**src/rtl/dpoll_pkg.sv**
```systemverilog
package dpoll_pkg;
  typedef enum logic [2:0] {
    ST_IDLE,
    ST_READ,
    ST_CHECK,
    ST_REREAD,
    ST_RECHECK,
    ST_DONE
  } dpoll_state_e;
endpackage

```
**src/rtl/dpoll_cnt.sv**
```systemverilog
module dpoll_cnt #(
  parameter int MAX_POLLS = 1024,
  localparam int CW = $clog2(MAX_POLLS + 1)
) (
  input  logic clk_i,
  input  logic rst_ni,
  input  logic clr_i,
  input  logic inc_i,
  output logic at_max_o
);
  logic [CW-1:0] cnt_q;

  always_ff @(posedge clk_i or negedge rst_ni) begin
    if (!rst_ni)    cnt_q <= '0;
    else if (clr_i) cnt_q <= '0;
    else if (inc_i && !at_max_o) cnt_q <= cnt_q + 1'b1;
  end

  assign at_max_o = (cnt_q == CW'(MAX_POLLS));

  AST_CNT_BOUND: assert property (@(posedge clk_i) disable iff (!rst_ni)
    cnt_q <= CW'(MAX_POLLS));
endmodule

```
**src/rtl/dpoll_eval.sv**
```systemverilog
module dpoll_eval #(
  parameter int DW       = 16,
  parameter int STAT_BIT = 7,
  parameter int TMO_BIT  = 5
) (
  input  logic [DW-1:0] word_i,
  input  logic          exp_i,
  output logic          match_o,
  output logic          tmo_o
);
  assign match_o = (word_i[STAT_BIT] == exp_i);
  assign tmo_o   = word_i[TMO_BIT];
endmodule

```
**src/rtl/dpoll_ctrl.sv**
```systemverilog
module dpoll_ctrl
  import dpoll_pkg::*;
#(
  parameter int AW        = 24,
  parameter int DW        = 16,
  parameter int MAX_POLLS = 1024,
  parameter int STAT_BIT  = 7,
  parameter int TMO_BIT   = 5
) (
  input  logic          clk_i,
  input  logic          rst_ni,
  input  logic          start_i,
  input  logic          exp_d7_i,
  input  logic [AW-1:0] addr_i,
  output logic          rd_req_o,
  output logic [AW-1:0] rd_addr_o,
  input  logic          rd_ack_i,
  input  logic [DW-1:0] rd_data_i,
  output logic          busy_o,
  output logic          done_o,
  output logic          pass_o,
  output logic          limit_o
);
  dpoll_state_e  state_q, state_d;
  logic [AW-1:0] addr_q;
  logic [DW-1:0] word_q;
  logic          exp_q, pass_q, limit_q;
  logic          match, tmo, at_max, accept, take;

  assign accept = (state_q == ST_IDLE) && start_i;
  assign take   = rd_req_o && rd_ack_i;

  dpoll_eval #(.DW(DW), .STAT_BIT(STAT_BIT), .TMO_BIT(TMO_BIT)) u_eval (
    .word_i (word_q),
    .exp_i  (exp_q),
    .match_o(match),
    .tmo_o  (tmo)
  );

  dpoll_cnt #(.MAX_POLLS(MAX_POLLS)) u_cnt (
    .clk_i   (clk_i),
    .rst_ni  (rst_ni),
    .clr_i   (accept),
    .inc_i   ((state_q == ST_READ) && rd_ack_i),
    .at_max_o(at_max)
  );

  always_comb begin
    state_d = state_q;
    unique case (state_q)
      ST_IDLE:    if (start_i) state_d = ST_READ;
      ST_READ:    if (rd_ack_i) state_d = ST_CHECK;
      ST_CHECK: begin
        if (match)       state_d = ST_DONE;
        else if (tmo)    state_d = ST_REREAD;   // mandatory re-read wins over limit
        else if (at_max) state_d = ST_DONE;
        else             state_d = ST_READ;
      end
      ST_REREAD:  if (rd_ack_i) state_d = ST_RECHECK;
      ST_RECHECK: state_d = ST_DONE;
      ST_DONE:    state_d = ST_IDLE;
      default:    state_d = ST_IDLE;
    endcase
  end

  always_ff @(posedge clk_i or negedge rst_ni) begin
    if (!rst_ni) begin
      state_q <= ST_IDLE;
      addr_q  <= '0;
      exp_q   <= 1'b0;
      word_q  <= '0;
      pass_q  <= 1'b0;
      limit_q <= 1'b0;
    end else begin
      state_q <= state_d;
      if (accept) begin
        addr_q  <= addr_i;
        exp_q   <= exp_d7_i;
        pass_q  <= 1'b0;
        limit_q <= 1'b0;
      end
      if (take) word_q <= rd_data_i;
      if (state_q == ST_CHECK) begin
        if (match)               pass_q  <= 1'b1;
        else if (!tmo && at_max) limit_q <= 1'b1;
      end
      if (state_q == ST_RECHECK) pass_q <= match;
    end
  end

  assign rd_req_o  = (state_q == ST_READ) || (state_q == ST_REREAD);
  assign rd_addr_o = addr_q;
  assign busy_o    = (state_q != ST_IDLE);
  assign done_o    = (state_q == ST_DONE);
  assign pass_o    = pass_q;
  assign limit_o   = limit_q;

  AST_REQ_HOLD: assert property (@(posedge clk_i) disable iff (!rst_ni)
    rd_req_o && !rd_ack_i |=> rd_req_o);
  AST_ADDR_STABLE: assert property (@(posedge clk_i) disable iff (!rst_ni)
    rd_req_o && !rd_ack_i |=> $stable(rd_addr_o));
  AST_DONE_PULSE: assert property (@(posedge clk_i) disable iff (!rst_ni)
    done_o |=> !done_o);
  AST_RESULT_HOLD: assert property (@(posedge clk_i) disable iff (!rst_ni)
    !busy_o && !start_i |=> $stable(pass_o) && $stable(limit_o));
  AST_LIMIT_FAIL: assert property (@(posedge clk_i) disable iff (!rst_ni)
    limit_o |-> !pass_o);
  AST_BUSY_ADDR: assert property (@(posedge clk_i) disable iff (!rst_ni)
    busy_o && !done_o |=> $stable(rd_addr_o));
endmodule

```
**config.mk**
```make
export PLATFORM = sky130hd
export DESIGN_NAME = dpoll_ctrl
export DESIGN_NICKNAME = d
export VERILOG_FILES = /design/src/rtl/dpoll_pkg.sv /design/src/rtl/dpoll_cnt.sv /design/src/rtl/dpoll_eval.sv /design/src/rtl/dpoll_ctrl.sv
export SDC_FILE = /design/constraint.sdc
export NUM_CORES = 1
export LEC_CHECK = 0
export ABC_AREA = 1
export BUFFER_PORTS_ARGS = -buffer_cell sky130_fd_sc_hd__buf_2
export CORE_MARGIN = 4
export CORE_UTILIZATION = 51
export CTS_BUF_LIST = sky130_fd_sc_hd__clkbuf_2
export CTS_CLUSTER_SIZE = 40
export DETAILED_ROUTE_END_ITERATION = 10
export PLACE_DENSITY = 0.82
export SLEW_MARGIN = 5
export SYNTH_ARGS = -nofsm -noshare
export SYNTH_HDL_FRONTEND = slang
export SYNTH_SLANG_ARGS = --single-unit
```
**constraint.sdc**
```tcl
create_clock -name clk_i -period 2.1 [get_ports clk_i]
set_clock_uncertainty 0.15 [all_clocks]
set_input_delay 0 -clock clk_i [delete_from_list [all_inputs] [get_ports clk_i]]
set_output_delay 0 -clock clk_i [all_outputs]
set_load 0.01 [all_outputs]
```
==> impl_metrics.py, run 1 <==
metrics = {
    "worst_setup_path": {
        "crit_path_end_kind": "register",
        "cp-start-kind": "register",
        "required_ns": 2.28,
        "ff2ff_path_depth": 5,
        "arrival_ns": 2.17,
        "path_max_fanout": 5,
        "setup.worst_path.class": "reg2reg",
    },
    "final_layout": {
        "mostFrequentLayoutCell": "nand2_1",
        "nets": 399,
        "layout_common_cells": "nand2_1, buf_2, dfrtp_1",
        "drive_above_1_share_pct": 23.8,
        "fill_cells": 301,
        "fin_area_um2": 2820,
        "regArea_um2": 1080,
        "area_growth_pct": 34.7,
        "diodes": 0,
        "multi_input_area_um2": 901,
    },
    "route": {
        "wl_per_cell_um": 14.1,
        "vias": 2028,
        "routed_wl_mm": 5.67,
        "drc": 0,
        "drt-initial-drc-count": 201,
        "viasPerCell": 5.03,
        "dr.pass1.iters": 4,
        "antenna_left": 0,
    },
    "sta": {
        "grt_setup_unrepaired": "no",
        "holdWs_ns": 0.139,
        "tightest_slew_ns": 0.515,
        "finalSetupViolations": 0,
        "clock.fmax_mhz": 503,
        "report.final.hold_viol_count": 0,
        "min_period_over_period_pct": 94.7,
        "relSlewSlack_pct": 65.5,
        "slew_violations": 0,
        "tns_ns": 0,
        "period_needed_ns": 1.99,
    },
    "global_route": {
        "antenna_found_initial": 0,
        "track_usage_pct": 23.6,
        "first_global_vias": 2054,
        "grt_pass1_wl_mm": 9.52,
        "grt_max_degree": 29,
        "grt_overflow": 0,
    },
    "logic_synthesis": {
        "yosys_warnings": 0,
        "ys_ff_latch": 43,
        "synth_top_cell_by_area": "dfrtp_1",
        "synth_cell_types": 28,
        "synthCells": 254,
        "syn_area_um2": 2090,
        "postSynthAreaPerCell_um2": 8.23,
        "synth_nets": 301,
        "seq_area_frac_synth_pct": 51.5,
        "synth_top_area_share_pct": 51.5,
        "yosys-top-cells-area": "dfrtp_1, nand2_1, nor2_1",
    },
    "die": {
        "initial_utilization_pct": 52.6,
        "coreArea_um2": 3970,
        "die_w_um": 72.0,
        "fp-row-count": 23,
        "dieArea_um2": 5190,
        "io_pins": 74,
        "die_y_um": 72.0,
    },
    "cts": {
        "clkTransAtPathRegs_ns": 0.23,
        "post-cts-setup-buffers": 0,
        "htreeDepth": 2,
        "cts_tree": "yes",
        "clockBufferDepth": 2,
        "cts_inserted_buffers": 5,
        "cts.sinks": 43,
        "clkLatencyLatePin_ns": 0.41,
        "clockRootBuffer": "clkbuf_2",
    },
    "min_path": {
        "hold_class": "in2reg",
        "hold_depth": 4,
    },
    "power_and_ir_drop": {
        "p_leak_nw": 1.53,
        "total_power_mw": 3.15,
        "power_density_nw_per_um2": 1120,
        "irDropWorstVdd_uv": 742,
    },
    "place": {
        "place_congestion": 0.843,
        "dpl_cell_area_um2": 2420,
        "place_hpwl_mm": 3.34,
        "io_buffer_count": 59,
    },
    "outcome": {
        "status": "finished clean",
    },
    "flow_run": {
        "drv_cap": 0,
    },
}
==> report_power, final <==
part | total [mW] | internal (mW) | switching [mW] | leakage, nW
registers | 1.35 | 1.13 | 0.224 | 0.549
logic | 1.44 | 0.566 | 0.870 | 0.954
clock network | 0.365 | 0.0848 | 0.280 | 0.0290
total | 3.15 | 1.78 | 1.37 | 1.53
==> metrics by stage <==
step                instances  util [%]  setup WS, ns
finish                    403      70.9         0.112
global route              403      70.9        0.0457
CTS                       403      70.9         0.156
detailed placement        360      61.0         0.367
global placement          360      61.0         0.405
floorplan                 254         -         0.623
==> final cells by class <==
class                      count  area share [%]
clock buffer                   6            1.07
clock inverter                 2           0.444
inverter                      16            2.31
multi-input combinational    189            32.0
sequential                    43            38.2
tap                           50            2.22
timing repair buffer          97            23.7
==> synth_stat cells, drive strengths merged <==
cell type,instances
nand2,122
inv,16
a21o,1
xor2,3
nand3,14
o211ai,1
ha,2
nor2,23
nand4,9
xnor2,1
mux2,1
a31oi,1
dfrtp,43
o21ai,8
nor3,1
buf,6
or2,1
a21oi,1
==> kinds of logic (layout without fill, tap and decap cells) <==
logic type / Yosys count / count (layout) / share of synthesized area [%]
buffers and inverters: 22 / 121 / 5.45
and+or+nand+nor: 170 / 170 / 36.3
DFF: 43 / 43 / 51.5
muxes: 1 / 1 / 0.539
xor gates and xnor gates: 4 / 4 / 1.68
adders and majority gates: 2 / 2 / 1.20
AOI/OAI and AO/OA: 12 / 12 / 3.35
==> layer usage <==
layer	track usage, %	routed length [um]
met1	28.6	2350
met2	41.6	2920
met3	4.99	244
met4	7.93	153
met5	0	0
==> final timing paths <==
path	startpoint	to	slack, ns
worst max-delay path	state_q[0]	word_q[7]	0.11
worst min-delay path	addr_i[0]	rd_addr_o[0]	0.14
worst max register to register	state_q[0]	word_q[7]	0.11
worst min register to register	rd_addr_o[17]	rd_addr_o[17]	0.36
max in group asynchronous	rst_ni	state_q[1]	0.38
min in group asynchronous	rst_ni	rd_addr_o[12]	0.49
==> sequential cells by signal, indices dropped and copies added, names as in the netlist <==
signal / flops
exp_q: 1
rd_addr_o: 24
state_q: 3
pass_o: 1
u_cnt.cnt_q: 11
limit_o: 1
word_q: 2
==> critical path: stages (launching register included) <==
cell and delay [ns]:
dfrtp_1 0.50, nand2_2 0.13, inv_1 0.08, nand2_1 0.13
mux2_2 0.35, dlygate4sd3_1 0.56
==> timing repair <==
item                                    in CTS  in global routing
endpoints found under the setup margin       0                  1
hold buffers                                35                  0
resized for setup                            0                  1
hold endpoints to repair                    85                  0
(Power assumes the default switching activity.)
==> inputs of run 2 (changes only) <==
CORE_UTILIZATION = 45   (was 51)
PLACE_DENSITY = 0.73   (was 0.82)
SETUP_SLACK_MARGIN = 0.2   (was unset)
==> impl_metrics.py, run 2 (synthesized netlist as in run 1, its figures left out) <==
metrics = {
    "power_and_ir_drop": {
        "irDropWorstVdd_uv": 637,
        "comb_power_share_pct": 45.4,
        "p_seq_share_pct": 43.1,
        "p_leak_nw": 1.53,
        "clkPwrFrac_pct": 11.5,
        "power.switching_mw": 1.33,
        "power_density_nw_per_um2": 1110,
        "p_int_mw": 1.78,
        "sw_frac_of_total_pct": 42.9,
    },
    "flow_run": {
        "drv_cap": 0,
    },
    "global_route": {
        "antenna_found_initial": 0,
        "track_usage_pct": 18.7,
        "grt_overflow": 0,
        "grt_max_degree": 44,
        "first_global_vias": 1975,
        "grt_pass1_wl_mm": 9.07,
    },
    "final_layout": {
        "area_growth_pct": 34.2,
        "layout_common_cells": "nand2_1, buf_2, dfrtp_1",
        "nets": 397,
        "largest_reg_flops": 24,
        "diodes": 0,
        "drive_above_1_share_pct": 24.5,
        "finish.utilization_pct": 63.6,
        "fill_cells": 356,
        "mostFrequentLayoutCell": "nand2_1",
    },
    "sta": {
        "clock.fmax_mhz": 555,
        "tightest_slew_ns": 0.552,
        "slew_violations": 0,
        "min_period_over_period_pct": 85.7,
        "relSlewSlack_pct": 63.2,
        "finalSetupViolations": 0,
        "period_needed_ns": 1.80,
        "tns_ns": 0,
        "grt_setup_unrepaired": "no",
        "report.final.hold_viol_count": 0,
    },
    "min_path": {
        "hold_start": "addr_i[15]",
        "hold_class": "in2reg",
    },
    "place": {
        "io_buffer_count": 59,
        "place_congestion": 0.794,
        "place_hpwl_mm": 3.14,
    },
    "die": {
        "coreArea_um2": 4410,
        "die_w_um": 76.2,
        "fp-row-count": 24,
        "initial_utilization_pct": 47.4,
        "dieArea_um2": 5800,
        "die_y_um": 76.2,
        "io_pins": 74,
    },
    "worst_setup_path": {
        "setup.worst_path.class": "reg2reg",
        "crit_path_end_kind": "register",
        "arrival_ns": 1.95,
        "path_max_fanout": 5,
        "regToRegStartpoint": "state_q[1]",
        "cp-startpoint": "state_q[1]",
        "required_ns": 2.25,
        "cp-start-kind": "register",
    },
    "route": {
        "routed_wl_mm": 5.15,
        "vias": 1966,
        "wl_per_cell_um": 12.8,
        "viasPerCell": 4.88,
        "drc": 0,
        "antenna_left": 0,
        "drt-initial-drc-count": 123,
        "dr.pass1.iters": 4,
    },
    "cts": {
        "cts.sinks": 43,
        "clkTransAtPathRegs_ns": 0.22,
        "clockRootBuffer": "clkbuf_2",
        "cts_tree": "yes",
        "htreeDepth": 2,
        "clockBufferDepth": 2,
        "clkLatencyLatePin_ns": 0.40,
        "cts_inserted_buffers": 5,
    },
    "outcome": {
        "status": "finished clean",
    },
}
[run 2: critical path: stages (launching register included)]
cell           delay (ns)
dfrtp_2              0.49
nor2_4               0.17
nand2_1              0.11
o21ai_2              0.15
o21ai_0              0.09
dlygate4sd3_1        0.55
[run 2: timing repair]
item                                    in CTS  in global routing
endpoints found under the setup margin       0                  1
hold endpoints to repair                    85                  0
hold buffers                                33                  0
buffers inserted                             0                  1
resized for setup                            0                  5
[run 2: layer usage]
| layer | global-route usage, % | vias up | part of all wire (%) |
|---|---|---|---|
| met1 | 23.0 | 909 | 42 |
| li1 | - | 992 | - |
| met2 | 31.6 | 53 | 50 |
| met5 | 0 | - | 0 |
| met3 | 5.56 | 12 | 5.9 |
| met4 | 5.77 | 0 | 1.9 |
[run 2: cell type report]
class,instances,area [um^2],share of cell area (%)
sequential,43,1080,38.4
clock buffer,6,30.0,1.07
clock inverter,2,12.5,0.446
timing repair buffer,95,648,23.1
multi-input combinational,189,905,32.2
inverter,16,67.6,2.41
tap,52,65.1,2.32
[run 2: through the flow]
stage | cell area (um^2) | hold slack [ns] | cells | power [mW] | worst slack, ns
CTS | 2790 | 0.119 | 402 | 3.08 | 0.234
detailed placement | 2420 | -0.0376 | 361 | 2.66 | 0.411
finish | 2810 | 0.139 | 403 | 3.11 | 0.300
global placement | 2420 | -0.0352 | 361 | 2.61 | 0.432
floorplan | 2090 | -0.446 | 254 | 2.21 | 0.623
global route | 2810 | 0.126 | 403 | 3.37 | 0.217
[run 2: worst paths after layout]
path                       cells after the start        endpoint  slack (ns)
setup / recovery                               5      state_q[0]        0.30
hold / removal                                 4   rd_addr_o[15]        0.14
setup reg to reg                               5      state_q[0]        0.30
hold reg to reg                                2    rd_addr_o[0]        0.36
max in group asynchronous                      4      state_q[1]        0.84
min in group asynchronous                      4  u_cnt.cnt_q[8]        0.56
[run 2: power by group through the flow]
stage / Combinational, mW / Sequential [mW] / Clock (mW)
after global routing: 1.59 / 1.38 / 0.403
after floorplan: 0.779 / 1.43 / 0
after detailed placement: 1.32 / 1.34 / 0
after global placement: 1.27 / 1.34 / 0
after CTS: 1.38 / 1.33 / 0.371
final: 1.41 / 1.34 / 0.358
==> inputs of run 3 (changes only) <==
CORE_ASPECT_RATIO = 1.5   (was unset)
==> impl_metrics.py, run 3 (synthesized netlist as in run 1, its figures left out) <==
metrics = {
    "sta": {
        "clock.fmax_mhz": 562,
        "grt_setup_unrepaired": "no",
        "slew_violations": 0,
        "min_period_over_period_pct": 84.8,
        "report.final.hold_viol_count": 0,
        "tns_ns": 0,
        "finalSetupViolations": 0,
        "finalWorstSetupSlack_ns": 0.320,
        "period_needed_ns": 1.78,
        "relSlewSlack_pct": 46.4,
        "tightest_slew_ns": 0.801,
    },
    "final_layout": {
        "area_growth_pct": 33.4,
        "fill_cells": 395,
        "nets": 396,
        "fin_area_um2": 2790,
        "largest_reg_flops": 24,
        "mostFrequentLayoutCell": "nand2_1",
        "layout_common_cells": "nand2_1, buf_2, dfrtp_1",
        "diodes": 0,
        "drive_above_1_share_pct": 23.4,
    },
    "route": {
        "viasPerCell": 4.97,
        "drt-initial-drc-count": 66,
        "drc": 0,
        "antenna_left": 0,
        "routed_wl_mm": 5.03,
        "vias": 1979,
        "dr.pass1.iters": 4,
        "wl_per_cell_um": 12.6,
    },
    "cts": {
        "cts_inserted_buffers": 5,
        "cts.sinks": 43,
        "clockBufferDepth": 2,
        "clockRootBuffer": "clkbuf_2",
        "htreeDepth": 2,
        "clkTransAtPathRegs_ns": 0.23,
        "cts_tree": "yes",
        "clkLatencyLatePin_ns": 0.41,
    },
    "die": {
        "fp-row-count": 30,
        "coreArea_um2": 4500,
        "die_w_um": 63.7,
        "initial_utilization_pct": 46.4,
        "die_y_um": 91.5,
        "io_pins": 74,
        "dieArea_um2": 5820,
    },
    "power_and_ir_drop": {
        "p_leak_nw": 1.52,
        "power_density_nw_per_um2": 1090,
        "irDropWorstVdd_uv": 782,
    },
    "global_route": {
        "grt_pass1_wl_mm": 8.76,
        "grt_max_degree": 29,
        "track_usage_pct": 18.9,
        "antenna_found_initial": 0,
        "first_global_vias": 1957,
        "grt_overflow": 0,
    },
    "place": {
        "place_hpwl_mm": 3.29,
        "pre_cts_slack_ns": 0.386,
        "dpl_cell_area_um2": 2410,
        "place_congestion": 0.826,
        "io_buffer_count": 59,
    },
    "flow_run": {
        "drv_cap": 0,
    },
    "worst_setup_path": {
        "setup.worst_path.class": "reg2reg",
        "crit_path_end_kind": "register",
        "path_max_fanout": 8,
        "worstPathBufferInverterCount": 3,
        "cp_top_family": "buffers and inverters",
        "required_ns": 2.26,
        "arrival_ns": 1.95,
        "cp_cell_sequence": "inv_2 -> nand2_2 -> inv_1 -> nand2_1 -> nor2_1 -> dlygate4sd3_1 -> a21oi_1",
        "cp_slowest_cell": "dlygate4sd3_1",
        "cp-start-kind": "register",
        "cp_slowest_stage_delay_ns": 0.56,
    },
    "outcome": {
        "status": "finished clean",
    },
    "min_path": {
        "hold_class": "in2reg",
    },
}
run 3: changes by cell type in the layout (fill, tap and decap cells not counted), sizes merged:
cell and delta:
buf -1, clkbuf -1, clkinv +1
run 3: routing by layer:
metal	GRT usage (%)	share of wire [%]	vias up
met5	0	0	-
met4	9.01	2.6	0
li1	-	-	996
met1	21.0	38	914
met3	4.08	4.3	11
met2	33.7	55	58
run 3: final cells by class:
| cell class | count | area (um^2) | area share, % |
|---|---|---|---|
| Tap cell | 48 | 60.1 | 2.15 |
| Multi-Input combinational cell | 189 | 901 | 32.3 |
| Clock buffer | 5 | 25.0 | 0.897 |
| Timing Repair Buffer | 94 | 641 | 23.0 |
| Inverter | 16 | 65.1 | 2.33 |
| Clock inverter | 3 | 20.0 | 0.718 |
| Sequential cell | 43 | 1080 | 38.6 |
run 3: final timing paths:
kind                            depth (start not counted)             end     startpoint  slack (ns)
worst min-delay path                                    4    rd_addr_o[0]      addr_i[0]        0.15
min in group asynchronous                               4    rd_addr_o[9]         rst_ni        0.52
max in group asynchronous                               3  u_cnt.cnt_q[7]         rst_ni        0.71
worst max register to register                          7       word_q[5]     state_q[2]        0.32
worst max-delay path                                    7       word_q[5]     state_q[2]        0.32
worst min register to register                          2   rd_addr_o[14]  rd_addr_o[14]        0.35
run 3: stage by stage:
stage          hold slack (ns)  total power, mW  utilization, %  instances
2_1_floorplan           -0.446             2.21               -        254
3_3_place_gp            -0.193             2.62            53.6        357
3_5_place_dp            -0.186             2.65            53.6        357
4_1_cts                  0.124             3.05            61.9        398
5_1_grt                  0.121             3.31            61.9        398
6_report                 0.150             3.03            61.9        398
run 3: repair_timing:
action | 4_1_cts | 5_1_grt
hold endpoints to repair | 85 | 0
gates resized for setup | 0 | 1
setup endpoints to repair | 0 | 7
buffers inserted | 0 | 0
hold buffers | 33 | 0
run 3: worst min-delay path, cell delays in order:
cell	delay [ns]
dlygate4sd3_1	0.52
buf_2	0.09
nand2_1	0.04
nand2_1	0.04
run 3: report_power, final:
group	switching [mW]	total [mW]	internal [mW]
Combinational	0.814	1.35	0.533
Clock	0.270	0.350	0.0800
Sequential	0.209	1.34	1.13
Total	1.29	3.03	1.74
